### src/rtl/tcb_pkg.sv
package tcb_pkg;
    localparam int SCAN_W = 40;
    localparam int DATA_W = 32;
    localparam int ADDR_W = 7;

    typedef enum logic [ADDR_W-1:0] {
        SEL_ID     = 7'd0,
        SEL_DEPTH  = 7'd1,
        SEL_WIDTH  = 7'd2,
        SEL_STATUS = 7'd3,
        SEL_DATA   = 7'd4,
        SEL_RDPTR  = 7'd5,
        SEL_WRPTR  = 7'd6,
        SEL_COUNT  = 7'd7,
        SEL_CTRL   = 7'd8
    } reg_sel_e;

    localparam int ST_FULL  = 0;
    localparam int ST_TRIG  = 1;
    localparam int ST_DONE  = 2;
    localparam int ST_EMPTY = 3;
endpackage

### src/rtl/tcb_scan_port.sv
module tcb_scan_port
    import tcb_pkg::*;
(
    input  logic              clk,
    input  logic              rst_n,
    input  logic              cap,
    input  logic              shf,
    input  logic              upd,
    input  logic              sin,
    input  logic [DATA_W-1:0] rdata,
    output logic              sout,
    output logic              req_v,
    output logic              req_wr,
    output logic [ADDR_W-1:0] req_addr,
    output logic [DATA_W-1:0] req_data
);
    logic [SCAN_W-1:0] sr_d, sr_q;

    always_comb begin
        sr_d = sr_q;
        if (cap) begin
            sr_d = {{(SCAN_W-DATA_W){1'b0}}, rdata};
        end else if (shf) begin
            sr_d = {sin, sr_q[SCAN_W-1:1]};
        end
    end

    always_ff @(posedge clk or negedge rst_n) begin
        if (!rst_n) sr_q <= '0;
        else        sr_q <= sr_d;
    end

    assign sout     = sr_q[0];
    assign req_v    = upd;
    assign req_wr   = sr_q[SCAN_W-1];
    assign req_addr = sr_q[DATA_W +: ADDR_W];
    assign req_data = sr_q[DATA_W-1:0];
endmodule

### src/rtl/tcb_trace_ram.sv
module tcb_trace_ram #(
    parameter int DEPTH = 64,
    parameter int WIDTH = 32,
    localparam int AW   = $clog2(DEPTH)
) (
    input  logic             clk,
    input  logic             we,
    input  logic [AW-1:0]    waddr,
    input  logic [WIDTH-1:0] wdata,
    input  logic [AW-1:0]    raddr,
    output logic [WIDTH-1:0] rdata
);
    logic [WIDTH-1:0] mem [DEPTH];

    always_ff @(posedge clk) begin
        if (we) mem[waddr] <= wdata;
    end

    assign rdata = mem[raddr];
endmodule

### src/rtl/trace_capture_buf.sv
module trace_capture_buf
    import tcb_pkg::*;
#(
    parameter int          DEPTH    = 64,
    parameter int          WIDTH    = 32,
    parameter logic [31:0] ID_VALUE = 32'h7ACE_B001,
    localparam int         AW       = $clog2(DEPTH)
) (
    input  logic             clk,
    input  logic             rst_n,
    input  logic             scan_capture,
    input  logic             scan_shift,
    input  logic             scan_update,
    input  logic             scan_in,
    output logic             scan_out,
    input  logic             trc_valid,
    input  logic [WIDTH-1:0] trc_data,
    input  logic             trc_trigger
);
    typedef struct packed {
        logic              en;
        logic              demux;
        logic              full;
        logic              trig;
        logic              done;
        logic              pend_v;
        logic [WIDTH-1:0]  pend_data;
        logic [AW-1:0]     rd_ptr;
        logic [AW-1:0]     wr_ptr;
        logic [DATA_W-1:0] tcnt;
        logic [DATA_W-1:0] rdata;
    } state_t;

    state_t st_d, st_q;

    logic              req_v, req_wr;
    logic [ADDR_W-1:0] req_addr;
    logic [DATA_W-1:0] req_data;
    logic              ram_we;
    logic [AW-1:0]     ram_waddr;
    logic [WIDTH-1:0]  ram_wdata, ram_rdata;
    logic [DATA_W-1:0] reg_val;
    logic [3:0]        status;
    logic              cnt_zero, armed, accept;

    // observation names used by the bound checker
    logic          en_w, full_w, trig_w, done_w, pend_w;
    logic [AW-1:0] rdp_w, wrp_w;

    assign en_w   = st_q.en;
    assign full_w = st_q.full;
    assign trig_w = st_q.trig;
    assign done_w = st_q.done;
    assign pend_w = st_q.pend_v;
    assign rdp_w  = st_q.rd_ptr;
    assign wrp_w  = st_q.wr_ptr;

    function automatic logic [AW-1:0] ptr_next(input logic [AW-1:0] p);
        return (p == AW'(DEPTH-1)) ? '0 : p + 1'b1;
    endfunction

    tcb_scan_port u_scan (
        .clk      (clk),
        .rst_n    (rst_n),
        .cap      (scan_capture),
        .shf      (scan_shift),
        .upd      (scan_update),
        .sin      (scan_in),
        .rdata    (st_q.rdata),
        .sout     (scan_out),
        .req_v    (req_v),
        .req_wr   (req_wr),
        .req_addr (req_addr),
        .req_data (req_data)
    );

    tcb_trace_ram #(.DEPTH(DEPTH), .WIDTH(WIDTH)) u_ram (
        .clk   (clk),
        .we    (ram_we),
        .waddr (ram_waddr),
        .wdata (ram_wdata),
        .raddr (st_q.rd_ptr),
        .rdata (ram_rdata)
    );

    assign status = {~pend_w, done_w, trig_w, full_w};

    always_comb begin
        case (reg_sel_e'(req_addr))
            SEL_ID:     reg_val = ID_VALUE;
            SEL_DEPTH:  reg_val = DATA_W'(DEPTH);
            SEL_WIDTH:  reg_val = DATA_W'(WIDTH);
            SEL_STATUS: reg_val = DATA_W'(status);
            SEL_DATA:   reg_val = DATA_W'(ram_rdata);
            SEL_RDPTR:  reg_val = DATA_W'(rdp_w);
            SEL_WRPTR:  reg_val = DATA_W'(wrp_w);
            SEL_COUNT:  reg_val = st_q.tcnt;
            SEL_CTRL:   reg_val = DATA_W'({st_q.demux, en_w});
            default:    reg_val = '0;
        endcase
    end

    always_comb begin
        st_d = st_q;

        // write stage: frame accepted last cycle lands in RAM now
        ram_we    = st_q.pend_v;
        ram_waddr = st_q.wr_ptr;
        ram_wdata = st_q.pend_data;
        if (st_q.pend_v) begin
            st_d.wr_ptr = ptr_next(st_q.wr_ptr);
            if (st_q.wr_ptr == AW'(DEPTH-1)) st_d.full = 1'b1;
        end

        // accept stage
        cnt_zero = (st_q.tcnt == '0);
        armed    = st_q.en && !st_q.done && !(st_q.trig && cnt_zero);
        accept   = armed && trc_valid;
        st_d.pend_v = accept;
        if (accept) st_d.pend_data = trc_data;
        if (accept && st_q.trig) st_d.tcnt = st_q.tcnt - 1'b1;
        if (st_q.en && !st_q.done && trc_trigger) st_d.trig = 1'b1;
        if (st_q.en && st_q.trig && cnt_zero) st_d.done = 1'b1;

        // register access from the scan port
        if (req_v) begin
            if (req_wr) begin
                case (reg_sel_e'(req_addr))
                    SEL_RDPTR: st_d.rd_ptr = req_data[AW-1:0];
                    SEL_WRPTR: st_d.wr_ptr = req_data[AW-1:0];
                    SEL_COUNT: st_d.tcnt   = req_data;
                    SEL_CTRL: begin
                        st_d.en    = req_data[0];
                        st_d.demux = req_data[1];
                        if (req_data[0] && !st_q.en) begin
                            st_d.full = 1'b0;
                            st_d.trig = 1'b0;
                            st_d.done = 1'b0;
                        end
                    end
                    default: ;
                endcase
            end else begin
                st_d.rdata = reg_val;
                if (reg_sel_e'(req_addr) == SEL_DATA) st_d.rd_ptr = ptr_next(st_q.rd_ptr);
            end
        end
    end

    always_ff @(posedge clk or negedge rst_n) begin
        if (!rst_n) st_q <= '0;
        else        st_q <= st_d;
    end
endmodule

### config.mk
export PLATFORM = sky130hd
export DESIGN_NAME = trace_capture_buf
export DESIGN_NICKNAME = d
export VERILOG_FILES = /design/src/rtl/tcb_pkg.sv /design/src/rtl/tcb_scan_port.sv /design/src/rtl/tcb_trace_ram.sv /design/src/rtl/trace_capture_buf.sv
export SDC_FILE = /design/constraint.sdc
export NUM_CORES = 2
export LEC_CHECK = 0
export ABC_AREA = 1
export BUFFER_PORTS_ARGS = -buffer_cell sky130_fd_sc_hd__buf_4
export CAP_MARGIN = 20
export CORE_ASPECT_RATIO = 1.2
export CORE_MARGIN = 1
export CORE_UTILIZATION = 64
export DETAILED_ROUTE_END_ITERATION = 6
export GPL_ROUTABILITY_DRIVEN = 0
export PLACE_DENSITY_LB_ADDON = 0.25
export SLEW_MARGIN = 20
export SYNTH_ARGS = -nofsm -noshare
export SYNTH_HDL_FRONTEND = slang
export SYNTH_SLANG_ARGS = --single-unit
### constraint.sdc
create_clock -name clk -period 3.5 [get_ports clk]
set_input_delay 0.175 -clock clk [delete_from_list [all_inputs] [get_ports clk]]
set_output_delay 0.175 -clock clk [all_outputs]
set_load 0.02 [all_outputs]
==> reports/metrics.yaml <==
status:
  status: "complete, but fails checks"
  violations: "DRC"
synthesis:
  syn-num-nets: 9169
  synth_area_um2: 95500
  syn_area_per_cell_um2: 10.5
  netlist_instances: 9125
  yosysUniqueCellTypes: 42
  ys.flop_type: "edfxtp_1"
  seq_area_frac_synth: 0.684
  async_reset_ff_frac: 0.0699
  synth_warnings: 0
  synth-seq-cells: 2202
  synth_edf_count: 2048
min_path:
  min_delay_path_depth: 4
  hold_path_class: "primary input to register"
  min_from: "trc_data[8]"
  hold_path_end: "ram_wdata[8]$_DFFE_PN0N_"
cts:
  cts_tree: "built"
  cts_sinks: 2202
  cts_setup_buffers: 0
  cts_made_buffers: 203
  h-tree-depth: 4
  clk_latency_ns: 0.88
  clockBufferDepth: 3
  cts_root_buffer: "clkbuf_16"
  clkTransAtPathRegs_ns: 0.07
  post_cts_resize_count: 0
cells_and_area:
  n_antenna_cell: 0
  final_common_cell: "nand2_1"
  nNetsFinal: 9224
  drive_above_1_share: 0.104
  multi_input_area_um2: 23700
  fin_util: 0.720
  final_cell_mix: "nand2_1 (2,842), edfxtp_1 (2,048), nand3_1 (1,520)"
  fillers: 9707
  finalInstanceArea_um2: 106000
  area_delta_synth_final_pct: 11.1
  seqCellArea_um2: 65400
global_route:
  grt_pass1_wl_um: 413000
  grt_max_degree: 128
  grt-ovfl-total: 0
  antenna_found_initial: 13
  grt_pass1_vias: 67430
  grt_usage: 0.374
pwr:
  p_per_area_nw_per_um2: 526
  pwr-share-seq: 0.512
  ir_worst_vdd_uv: 558
  p_sw_frac: 0.245
  clkPwrFrac: 0.392
  p_int_mw: 42.1
  p_sw_mw: 13.7
  total_leakage_power_nw: 45.2
  p_comb_frac: 0.096
floorplanning:
  pin_count: 41
  die_w_um: 355
  start_util: 0.648
  fp.dieH_um: 425
  die_area_um2: 151000
  rows: 154
  core-area_um2: 147000
critical_path:
  worstSetupPathType: "register to register"
  max_stage_delay_ns: 0.58
  path_delay_family: "simple AND/OR/NAND/NOR gates"
  crit_chain: "inv_8, buf_12, buf_12, nand2_1, nand3_1, nand3_1, nand3_1, nand2_1, nand2_1, nand3_1, nand3_1, nand2_1, nand2_1, nand2_1"
  r2r_start: "rdp_w[0]$_DFFE_PN0P_"
  critPathSlowestCell: "dfrtp_4"
  critPathArrivalTime_ns: 3.85
  critPathBufInv: 3
  critical_path_required_ns: 4.27
  reg2reg_to: "st_q[19]$_DFFE_PN0P_"
  cpMostUsedCell: "nand2_1"
  start_kind: "register"
  reg2reg_depth: 14
  critPathCaptureType: "register"
  critPathMaxFanout: 55
  r2r_slack_ns: 0.41
detailed_routing:
  vias: 68960
  drt_iter0_markers: 10726
  post_drt_wl_per_cell_um: 24.9
  drc: 1
  viasPerCell: 6.10
  antenna_left: 0
  wl_um: 281000
  firstDrtPassIters: 7
timing:
  fin_crit_ns: 3.09
  tns_ns: 0
  hold_viol: 0
  finalCritPeriodShare: 0.882
  rsz0062_at_grt: "no"
  whs_ns: 0.0402
  worst_pin_slew_ns: 1.26
  slew_violations: 0
  max_freq_mhz: 324
  finClkSkew_ns: 0.0315
  max-slew-margin-rel: 0.162
  finalSetupViolCount: 0
place:
  placed_area_um2: 99300
  dp_hpwl_um: 157000
  portBuffers: 40
flow_run:
  cap_violations: 0
## cells in the mapped netlist, types with 2 or more instances
cell / count / share of area
edfxtp_1: 2048 / 0.64
inv_1: 1215 / 0.048
or2_2: 270 / 0.018
xnor2_1: 8 / 0.00073
a31oi_1: 12 / 0.00079
o22ai_1: 7 / 0.00046
o21ai_1: 11 / 0.00058
nand3b_1: 3 / 0.00024
nor3_4: 2 / 0.00034
nand4_1: 7 / 0.00046
nor2_2: 2 / 0.00013
xor2_1: 21 / 0.0019
a22oi_1: 2 / 0.00016
inv_2: 6 / 0.00024
a21oi_1: 8 / 0.00042
nor3_1: 8 / 0.00042
buf_6: 4 / 0.00047
o21ai_0: 74 / 0.0039
buf_4: 52 / 0.0041
buf_2: 225 / 0.012
buf_1: 30 / 0.0012
clkinv_1: 4 / 0.00016
o211ai_1: 167 / 0.013
ha_1: 4 / 0.00052
nor2_1: 222 / 0.0087
nand3_1: 1520 / 0.080
dfrtp_1: 154 / 0.040
nand2_1: 2842 / 0.11
clkbuf_1: 184 / 0.0072
## repair_timing
action	in CTS	in global routing
hold buffers	45	0
setup endpoints to repair	0	0
endpoints found under the hold margin	165	0
## power groups by stage
stage | clock (mW) | sequential (mW) | combinational, mW
finish | 21.9 | 28.6 | 5.38
global route | 22.9 | 28.5 | 5.72
CTS | 21.9 | 28.5 | 5.22
detailed placement | 0 | 29.1 | 5.12
global placement | 0 | 29.1 | 5.00
floorplan | 0 | 29.0 | 3.35
## state kept, by name, summed over array words and instances (netlist names)
signal	count
done_w	1
ram_wdata	32
trig_w	1
rdp_w	6
u_ram.mem	2048
st_q	65
en_w	1
full_w	1
u_scan.sr_q	40
pend_w	1
ram_waddr	6
## cell type report
cell class / instances / area share
flip-flops and latches: 2202 / 0.616
multi-input cells: 5202 / 0.223
clock buffers: 262 / 0.0509
inverters: 1226 / 0.0436
repair buffers: 345 / 0.0334
well taps: 1950 / 0.0230
clock inverters: 110 / 0.00990
## how the worst max path moves through the flow
| stage | startpoint | endpoint | slack (ns) | cells after the start |
|---|---|---|---|---|
| after global placement | rdp_w[0]$_DFFE_PN0P_ | st_q[6]$_DFFE_PN0P_ | 0.66 | 14 |
| final | rdp_w[0]$_DFFE_PN0P_ | st_q[19]$_DFFE_PN0P_ | 0.41 | 14 |
| after floorplan | pend_w$_DFF_PN0_ | u_ram.mem[14][0]$_DFFE_PP_ | 0.62 | 5 |
| after CTS | rdp_w[0]$_DFFE_PN0P_ | st_q[19]$_DFFE_PN0P_ | 0.57 | 14 |
| after global routing | rdp_w[0]$_DFFE_PN0P_ | st_q[19]$_DFFE_PN0P_ | 0.40 | 14 |
| after detailed placement | rdp_w[0]$_DFFE_PN0P_ | st_q[19]$_DFFE_PN0P_ | 0.60 | 14 |
## per-layer routing
layer,vias to the layer above,global-route usage,share of wire
met5,-,0,0.00016
met2,5031,0.588,0.46
met1,32629,0.469,0.34
met4,6,0.265,0.079
met3,1123,0.0712,0.12
li1,30171,-,-
## tightest hold or removal path: cells and delay by family
kind | cells | cell delay [ns]
and+or+nand+nor | 2 | 0.09
buffers and inverters | 2 | 0.63
## cells by family (layout without fill, tap and decap cells)
group / count (synthesis) / count (layout) / share of synthesized area
AOI/OAI and AO/OA: 287 / 287 / 0.0199
xor gates and xnor gates: 29 / 29 / 0.00266
adders and majority gates: 4 / 4 / 0.000524
buffers and inverters: 1721 / 1943 / 0.0729
DFF: 2202 / 2202 / 0.684
and+or+nand+nor: 4882 / 4882 / 0.220
## per-stage QoR
stage | cells | power [mW] | setup WS (ns)
detailed placement | 10880 | 34.2 | 0.598
finish | 11297 | 55.8 | 0.414
global placement | 10880 | 34.1 | 0.663
global route | 11297 | 57.1 | 0.405
CTS | 11297 | 55.7 | 0.573
floorplan | 9125 | 32.4 | 0.618
Power figures use the tool's default switching activity.
